$ cat src/rtl/popc_pkg.sv
package popc_pkg;

    typedef enum logic [1:0] {
        ESZ_BYTE  = 2'b00,
        ESZ_WORD  = 2'b01,
        ESZ_DWORD = 2'b10,
        ESZ_QWORD = 2'b11
    } esize_e;

    typedef struct packed {
        esize_e     esize;
        logic [1:0] vlen;
        logic       mask_en;
        logic       zero_mode;
        logic       bcast;
    } popc_ctl_t;

    // number of one bits in one byte
    function automatic logic [3:0] ones_in_byte(input logic [7:0] v);
        logic [3:0] acc;
        acc = '0;
        for (int k = 0; k < 8; k++) begin
            acc = acc + {3'b000, v[k]};
        end
        return acc;
    endfunction

    // active byte count for a length code, clipped to the vector width
    function automatic int unsigned active_bytes(input logic [1:0] vl, input int unsigned nbytes);
        int unsigned n;
        n = 16 << vl;
        if (n > nbytes) n = nbytes;
        return n;
    endfunction

    // broadcast only applies to 32- and 64-bit elements
    function automatic logic bcast_legal(input esize_e sz);
        return (sz == ESZ_DWORD) || (sz == ESZ_QWORD);
    endfunction

endpackage

$ cat src/rtl/popc_operand_mux.sv
module popc_operand_mux
    import popc_pkg::*;
#(
    parameter int VEC_W = 512
) (
    input  logic [VEC_W-1:0] src,
    input  popc_ctl_t        ctl,
    output logic [VEC_W-1:0] eff
);
    localparam int NB = VEC_W / 8;

    logic use_bc;
    assign use_bc = ctl.bcast && bcast_legal(ctl.esize);

    for (genvar b = 0; b < NB; b++) begin : g_byte
        localparam int DW_SRC = (b % 4) * 8;
        localparam int QW_SRC = (b % 8) * 8;
        always_comb begin
            eff[b*8 +: 8] = src[b*8 +: 8];
            if (use_bc) begin
                if (ctl.esize == ESZ_DWORD) eff[b*8 +: 8] = src[DW_SRC +: 8];
                else                        eff[b*8 +: 8] = src[QW_SRC +: 8];
            end
        end
    end

endmodule

$ cat src/rtl/popc_count_tree.sv
module popc_count_tree
    import popc_pkg::*;
#(
    parameter int VEC_W = 512
) (
    input  logic [VEC_W-1:0]         vec,
    output logic [VEC_W/8-1:0][3:0]  cnt8,
    output logic [VEC_W/16-1:0][4:0] cnt16,
    output logic [VEC_W/32-1:0][5:0] cnt32,
    output logic [VEC_W/64-1:0][6:0] cnt64
);
    localparam int NB = VEC_W / 8;

    for (genvar b = 0; b < NB; b++) begin : g_b
        assign cnt8[b] = ones_in_byte(vec[b*8 +: 8]);
    end

    for (genvar h = 0; h < NB/2; h++) begin : g_h
        assign cnt16[h] = {1'b0, cnt8[2*h]} + {1'b0, cnt8[2*h+1]};
    end

    for (genvar w = 0; w < NB/4; w++) begin : g_w
        assign cnt32[w] = {1'b0, cnt16[2*w]} + {1'b0, cnt16[2*w+1]};
    end

    for (genvar d = 0; d < NB/8; d++) begin : g_d
        assign cnt64[d] = {1'b0, cnt32[2*d]} + {1'b0, cnt32[2*d+1]};
    end

endmodule

$ cat src/rtl/popc_lane_writer.sv
module popc_lane_writer
    import popc_pkg::*;
#(
    parameter int VEC_W = 512
) (
    input  popc_ctl_t                ctl,
    input  logic [VEC_W/8-1:0]       mask,
    input  logic [VEC_W-1:0]         old,
    input  logic [VEC_W/8-1:0][3:0]  cnt8,
    input  logic [VEC_W/16-1:0][4:0] cnt16,
    input  logic [VEC_W/32-1:0][5:0] cnt32,
    input  logic [VEC_W/64-1:0][6:0] cnt64,
    output logic [VEC_W-1:0]         res
);
    localparam int NB    = VEC_W / 8;
    localparam int IDX_W = $clog2(NB);

    int unsigned act_n;
    assign act_n = active_bytes(ctl.vlen, NB);

    for (genvar b = 0; b < NB; b++) begin : g_byte
        localparam logic [IDX_W-1:0] BIDX = IDX_W'(b);
        logic [7:0]       cnt_byte;
        logic [IDX_W-1:0] lane;
        logic             active;
        logic             take;

        // count lands only in the lowest byte of its element
        always_comb begin
            cnt_byte = '0;
            unique case (ctl.esize)
                ESZ_BYTE:  cnt_byte = {4'b0, cnt8[b]};
                ESZ_WORD:  if (b % 2 == 0) cnt_byte = {3'b0, cnt16[b/2]};
                ESZ_DWORD: if (b % 4 == 0) cnt_byte = {2'b0, cnt32[b/4]};
                ESZ_QWORD: if (b % 8 == 0) cnt_byte = {1'b0, cnt64[b/8]};
                default:   cnt_byte = '0;
            endcase
        end

        assign lane   = BIDX >> ctl.esize;
        assign active = (b < act_n);
        assign take   = !ctl.mask_en || mask[lane];

        always_comb begin
            if (!active)             res[b*8 +: 8] = '0;
            else if (take)           res[b*8 +: 8] = cnt_byte;
            else if (ctl.zero_mode)  res[b*8 +: 8] = '0;
            else                     res[b*8 +: 8] = old[b*8 +: 8];
        end
    end

endmodule

$ cat src/rtl/popc_vec_unit.sv
module popc_vec_unit
    import popc_pkg::*;
#(
    parameter int VEC_W = 512
) (
    input  logic               clk,
    input  logic               rst,
    input  logic               in_valid,
    input  logic [VEC_W-1:0]   in_src,
    input  logic [VEC_W-1:0]   in_old,
    input  logic [VEC_W/8-1:0] in_mask,
    input  logic [1:0]         in_esize,
    input  logic [1:0]         in_vlen,
    input  logic               in_mask_en,
    input  logic               in_zero,
    input  logic               in_bcast,
    output logic               out_valid,
    output logic [VEC_W-1:0]   out_data
);
    localparam int NB      = VEC_W / 8;
    localparam int MIN_LEN = 128;

    popc_ctl_t ctl;
    always_comb begin
        ctl.esize     = esize_e'(in_esize);
        ctl.vlen      = in_vlen;
        ctl.mask_en   = in_mask_en;
        ctl.zero_mode = in_zero;
        ctl.bcast     = in_bcast;
    end

    logic [VEC_W-1:0]        src_eff;
    logic [NB-1:0][3:0]      cnt8;
    logic [NB/2-1:0][4:0]    cnt16;
    logic [NB/4-1:0][5:0]    cnt32;
    logic [NB/8-1:0][6:0]    cnt64;
    logic [VEC_W-1:0]        res;

    popc_operand_mux #(.VEC_W(VEC_W)) u_mux (
        .src (in_src),
        .ctl (ctl),
        .eff (src_eff)
    );

    popc_count_tree #(.VEC_W(VEC_W)) u_tree (
        .vec   (src_eff),
        .cnt8  (cnt8),
        .cnt16 (cnt16),
        .cnt32 (cnt32),
        .cnt64 (cnt64)
    );

    popc_lane_writer #(.VEC_W(VEC_W)) u_writer (
        .ctl   (ctl),
        .mask  (in_mask),
        .old   (in_old),
        .cnt8  (cnt8),
        .cnt16 (cnt16),
        .cnt32 (cnt32),
        .cnt64 (cnt64),
        .res   (res)
    );

    always_ff @(posedge clk) begin
        if (rst) begin
            out_valid <= 1'b0;
            out_data  <= '0;
        end else begin
            out_valid <= in_valid;
            if (in_valid) out_data <= res;
        end
    end

    AST_VALID_FOLLOWS: assert property (@(posedge clk) disable iff (rst)
        in_valid |=> out_valid) else $error("valid lost");
    AST_NO_SPURIOUS_VALID: assert property (@(posedge clk) disable iff (rst)
        out_valid |-> $past(in_valid)) else $error("spurious valid");
    AST_HOLD_IDLE: assert property (@(posedge clk) disable iff (rst)
        !in_valid |=> $stable(out_data)) else $error("data moved while idle");
    AST_TAIL_CLEAR: assert property (@(posedge clk) disable iff (rst)
        (in_valid && in_vlen == 2'b00) |=> (out_data[VEC_W-1:MIN_LEN] == '0)) else $error("tail not cleared");
    AST_MERGE_LANE0: assert property (@(posedge clk) disable iff (rst)
        (in_valid && in_mask_en && !in_zero && !in_mask[0]) |=> (out_data[7:0] == $past(in_old[7:0]))) else $error("merge lost");
    AST_ZERO_LANE0: assert property (@(posedge clk) disable iff (rst)
        (in_valid && in_mask_en && in_zero && !in_mask[0]) |=> (out_data[7:0] == 8'h00)) else $error("zeroing lost");
    AST_UNMASKED_BYTE0: assert property (@(posedge clk) disable iff (rst)
        (in_valid && !in_mask_en && in_esize == 2'b00) |=> (out_data[7:0] == 8'($countones($past(in_src[7:0]))))) else $error("byte count");

endmodule

$ cat config.mk
export PLATFORM = sky130hd
export DESIGN_NAME = popc_vec_unit
export DESIGN_NICKNAME = d
export VERILOG_FILES = /design/src/rtl/popc_pkg.sv /design/src/rtl/popc_operand_mux.sv /design/src/rtl/popc_count_tree.sv /design/src/rtl/popc_lane_writer.sv /design/src/rtl/popc_vec_unit.sv
export SDC_FILE = /design/constraint.sdc
export NUM_CORES = 2
export LEC_CHECK = 0
export ABC_AREA = 1
export BUFFER_PORTS_ARGS = -buffer_cell sky130_fd_sc_hd__buf_2
export CAP_MARGIN = 20
export CORE_AREA = 2 2 634 636
export CTS_CLUSTER_SIZE = 25
export DETAILED_ROUTE_END_ITERATION = 16
export DIE_AREA = 0 0 636 638
export GPL_TIMING_DRIVEN = 0
export MAX_ROUTING_LAYER = met4
export REMOVE_ABC_BUFFERS = 1
export SYNTH_ARGS = -nofsm -noshare
export SYNTH_HDL_FRONTEND = slang
export SYNTH_HIERARCHICAL = 1
export SYNTH_SLANG_ARGS = --single-unit
$ cat constraint.sdc
create_clock -name clk -period 6.6 [get_ports clk]
set_clock_uncertainty 0.1 [all_clocks]
set_input_delay 0.33 -clock clk [delete_from_list [all_inputs] [get_ports clk]]
set_output_delay 0.33 -clock clk [all_outputs]
set_load 0.02 [all_outputs]
Word-level counts from Yosys, hierarchy flattened
Index checks and enable logic that the tools add are counted.
{"block": "word_totals", "output_inout_bits": 513, "in_bits": 1098, "register_bits": 513}
{"block": "classes", "n_eq_ne": 3, "order_cmp": 129, "n_reduce_logical": 68, "n_addsub": 504, "muxes": 449, "shifts": 65}
{"op": "$mux W8", "count": 256}
{"op": "$add A4 B1 Y4", "count": 384}
{"op": "$lt A6 B32 Y1 const A", "count": 32}
{"op": "$lt A5 B32 Y1 const A", "count": 16}
{"op": "$lt A6 B7 Y1 const B", "count": 64}
{"op": "$bmux W1 S6", "count": 64}
{"op": "$lt A4 B32 Y1 const A", "count": 8}
{"op": "$pmux W8 S4", "count": 8}
{"op": "$shr A6 B2 Y6 const A", "count": 32}
{"op": "$add A4 B4 Y5", "count": 32}
{"op": "$pmux W5 S2", "count": 16}
{"op": "$pmux W6 S3", "count": 8}
{"op": "$add A1 B1 Y2", "count": 64}
{"op": "$lt A3 B32 Y1 const A", "count": 4}
{"op": "$mux W4", "count": 32}
{"op": "$add A5 B5 Y6", "count": 16}
{"op": "$shr A5 B2 Y6 const A", "count": 16}
{"op": "$logic_or A1 B1 Y1", "count": 65}
{"op": "$lt A1 B32 Y1 const A", "count": 2}
{"op": "$lt A2 B32 Y1 const A", "count": 2}
{"op": "$mux W1", "count": 64}
{"op": "$add A6 B6 Y7", "count": 8}
{"op": "$shr A4 B2 Y6 const A", "count": 8}
{"op": "$gt A32 B7 Y1 const B", "count": 1}
{"op": "other kinds (10)", "count": 16}

Logic depth before layout (Yosys ltp)
{"block": "depth", "word_depth": 17, "depth_mapped": 39}

Cells and area by module
The synthesis kept the hierarchy.
{"mod": "popc_lane_writer", "instances": 1, "area_per_inst_um2": 24267.0, "cells_each": 5168}
{"mod": "popc_vec_unit", "instances": 1, "area_per_inst_um2": 20808.7, "cells_each": 3246}
{"mod": "popc_count_tree", "instances": 1, "area_per_inst_um2": 20771.2, "cells_each": 2695}
{"mod": "popc_operand_mux", "instances": 1, "area_per_inst_um2": 5451.5, "cells_each": 1254}

Worst setup path before layout
Ideal clock, no wire load.
{"block": "synth_timing", "path_type": "input to register", "startpoint": "in in_esize[0]", "endpoint": "reg out_data[4]", "setup_slack_ns": 0.278, "cell_stages": 32, "setup_ns": 0.113, "arrival_ns": 6.109, "required_time_ns": 6.387, "path_cell_list": "buf_4 > buf_4 > a21oi_4 > nand2_4 > nand2_1 > inv_1 > fa_1 > fa_1 > fa_1 > inv_1 > ha_1 > fa_1 > fa_1 > xor2_1 > ha_1 > a21o_1 > a31oi_1 > xor2_1 > inv_1 > ha_1 > a21o_1 > a31oi_1 > inv_1 > nand2_1 > nand2_1 > a22o_1 > a21oi_1 > o31ai_1 > inv_1 > nand2_1 > nand2_1 > nor2_1"}
{"item": "start: declaration", "line_no": "popc_vec_unit.sv:12", "source": "input logic [1:0] in_esize,"}
{"item": "end signal: assignment", "line_no": "popc_vec_unit.sv:70", "source": "if (in_valid) out_data <= res;"}
{"item": "end: declaration", "line_no": "popc_vec_unit.sv:18", "source": "output logic [VEC_W-1:0] out_data"}

==> out/results.tsv <==
stage	metric	value	unit
yosys	Synth top area share	22.71	%
finish	area grow syn2layout	38.47	%
worst_setup_path	Crit Path Class	primary input to register	
worst_setup_path	most frequent cell on the critical path	nand2_1	
floorplanning	Boundary Pins	1611	
yosys	Mapped Area	71300	um^2
worst_setup_path	CP arrival	7.39	ns
worst_setup_path	Largest stage delay, worst path	0.73	ns
sta	Final Hold Fails	0	
job	Max Cap Viol	0	
floorplanning	Starting Density	17.89	%
floorplanning	Die X	636	um
yosys	Post-synth top flop	dfxtp_1	
placement	Detailed Place HPWL	464300	um
detailed_routing	DRT iter0 DRCs	10650	
placement	Placement Cell Area	84950	um^2
power_and_ir_drop	pwr/cell area	691.5	nW/um^2
worst_setup_path	slowest CP cell	fa_2	
sta	fmax	0.1497	GHz
sta	Final Setup Violations	6	
sta	Final Worst Setup Slack	-0.07866	ns
sta	final critical-path share of the clock period	101.2	%
sta	worst rel slew slack	20.89	%
finish	commonest non-fill, non-tap cell in the layout	nand2_1	
worst_setup_path	CP startpoint kind	primary input	
worst_setup_path	setup slack, reg-to-reg	5.37	ns
min_path	worst hold start	in_old[8]	
sta	Final min period	6.679	ns
sta	RSZ-0062 raised after global routing	yes	
detailed_routing	wire per inst	30.27	um
yosys	area leader, netlist	nand2_1	
power_and_ir_drop	peak supply drop	1.059	mV
floorplanning	die outline height	638	um
floorplanning	core area	398600	um^2
worst_setup_path	crit end category	register	
min_path	HP Class	primary input to register	
yosys	Syn Area/Cell	5.767	um^2
clock_tree	Clock Latency Late Sink	0.80	ns
detailed_routing	Via density	4.660	
finish	share of cells above drive strength 1	19.05	%
floorplanning	Die Area	405800	um^2
sta	max-slew violations	0	
run_status	status	finished, violations left	
worst_setup_path	FF-to-FF End	out_data[255]$_SDFFE_PP0P_	
finish	final core occ	24.77	%
yosys	distinct cell type count after synthesis	66	
global_routing	vias in the first global route	84740	
finish	most frequent cells in the layout	nand2_1, inv_1, buf_2	
placement	Port Buf Inserts	1610	
detailed_routing	drc violations	0	
yosys	yosys warns	6	
min_path	worst hold path endpoint	out_data[8]$_SDFFE_PP0P_	
min_path	Hold Crit Depth	7	
yosys	EDFF count, synth	0	
finish	Nets	15950	
finish	Multi-input gate area	53640	um^2
global_routing	grt ovf	0	
worst_setup_path	FF-to-FF path depth	3	
yosys	Syn Inst Count	12360	
sta	worst-margin pin slew	1.185	ns
run_status	failing checks	negative setup slack	
clock_tree	clk buf depth	4	
detailed_routing	via count	91410	
clock_tree	CTS tree	built	
detailed_routing	antenna viol nets, final	0	
yosys	Post-synth ARST share	0	%
yosys	Synth area leaders	nand2_1, dfxtp_1, inv_1, fa_1, ha_1	
detailed_routing	WL final	593900	um
detailed_routing	TritonRoute pass-1 iters	9	
yosys	synthesized flop and latch total	513	
clock_tree	htree depth	3	
finish	Sequential Area	10270	um^2
clock_tree	Sink Count	513	
worst_setup_path	Critical Path Fanout Max	7	
global_routing	Tot GR Track Use	28.61	%
placement	RD Place Congestion	0.9765	
power_and_ir_drop	Leakage	51.49	nW
global_routing	largest net degree at the start of global routing	149	
worst_setup_path	Worst EP required	7.31	ns
clock_tree	clock slew at reported path FFs	0.06	ns
clock_tree	cts bufs inserted	83	
finish	Fillers	45580	
clock_tree	Clock Tree Root	clkbuf_16	
yosys	Seq/Total Area, Yosys	14.40	%
sta	Setup TNS Final	-0.2169	ns
global_routing	initial antenna violation count	201	
floorplanning	row count	232	
worst_setup_path	R2R Path Start	out_data[255]$_SDFFE_PP0P_	
finish	fin area	98730	um^2
global_routing	global-route wire length before repair	763000	um
==> critical path: cells and delay by family <==
family                     cells  cell delay, ns
and+or+nand+nor               11            0.91
xor gates and xnor gates       2            0.38
buffers and inverters         10            1.27
adders and majority gates      8            3.37
AOI/OAI and AO/OA              7            1.01
==> sequential cells by signal, summed over array words and instances, names as in the netlist <==
signal / flops
out_valid: 1
out_data: 512
==> through the flow <==
stage	total power (W)	setup slack [ns]	hold WS (ns)	instances
global route	0.07373	-0.2637	0.04482	19590
CTS	0.05767	-0.1726	0.0003330	19300
finish	0.06827	-0.07866	0.03283	19620
detailed placement	0.04756	-3.954	0.3592	18610
global placement	0.04712	-23.05	0.3524	18490
floorplan	0.03404	-3.988	0.3012	11610
==> worst max path at each step <==
stage	startpoint	end	slack [ns]	cells past startpoint
2_1_floorplan	in_esize[1]	out_data[132]$_SDFFE_PP0P_	-3.99	12
3_3_place_gp	in_esize[1]	out_data[69]$_SDFFE_PP0P_	-23.05	10
3_5_place_dp	in_esize[1]	out_data[388]$_SDFFE_PP0P_	-3.95	36
4_1_cts	in_esize[1]	out_data[260]$_SDFFE_PP0P_	-0.17	39
5_1_grt	in_esize[1]	out_data[4]$_SDFFE_PP0P_	-0.26	37
6_report	in_esize[1]	out_data[262]$_SDFFE_PP0P_	-0.08	38
==> routing by layer <==
layer / global-route usage [%] / vias to the layer above / share of wire, %
met5: - / - / 0
met4: 18.46 / 0 / 7.8
met3: 8.082 / 953 / 9.9
met2: 43.66 / 4989 / 44
met1: 32.86 / 43670 / 38
li1: - / 41800 / -
==> Yosys cell counts (all sizes together) (42+ instances only) <==
cell and number:
a21oi 371, a22o 42, a22oi 52, buf 582, clkbuf 171, dfxtp 513
fa 312, ha 451, inv 1774, nand2 4391, nand3 1142, nand4 89
nor2 1506, nor3b 114, o211ai 103, o21ai 383, xnor2 86, xor2 126
==> area by class of cell <==
class | count | share of cell area, %
antenna | 207 | 0.5247
multi-input combinational | 9322 | 54.33
timing repair buffer | 2387 | 18.36
clock inverter | 43 | 0.5475
sequential | 513 | 10.40
clock buffer | 102 | 2.298
inverter | 1777 | 6.863
tap | 5265 | 6.673
==> what timing repair did <==
item	4_1_cts	5_1_grt
pin swaps	71	238
gates resized for setup	279	337
buffers inserted	82	105
setup endpoints to repair	143	40
gates cloned	19	4
hold endpoints to repair	440	0
hold buffers	447	0
==> kinds of logic after synthesis <==
kind of cell / count (synthesis) / synth area share, %
simple gates: 7273 / 42.02
compound gates: 1072 / 9.071
flops: 513 / 14.40
buf+inv: 2530 / 15.14
fa+ha+maj: 763 / 16.67
xor+xnor: 212 / 2.699
==> report_power, final <==
group	internal [W]	switching, W	leakage [nW]
Clock	0.00278	0.00204	1.38
Sequential	0.00341	0.000160	4.23
Combinational	0.0254	0.0345	45.9
Total	0.0316	0.0367	51.5
No activity file was read; power rests on OpenSTA's default activity.
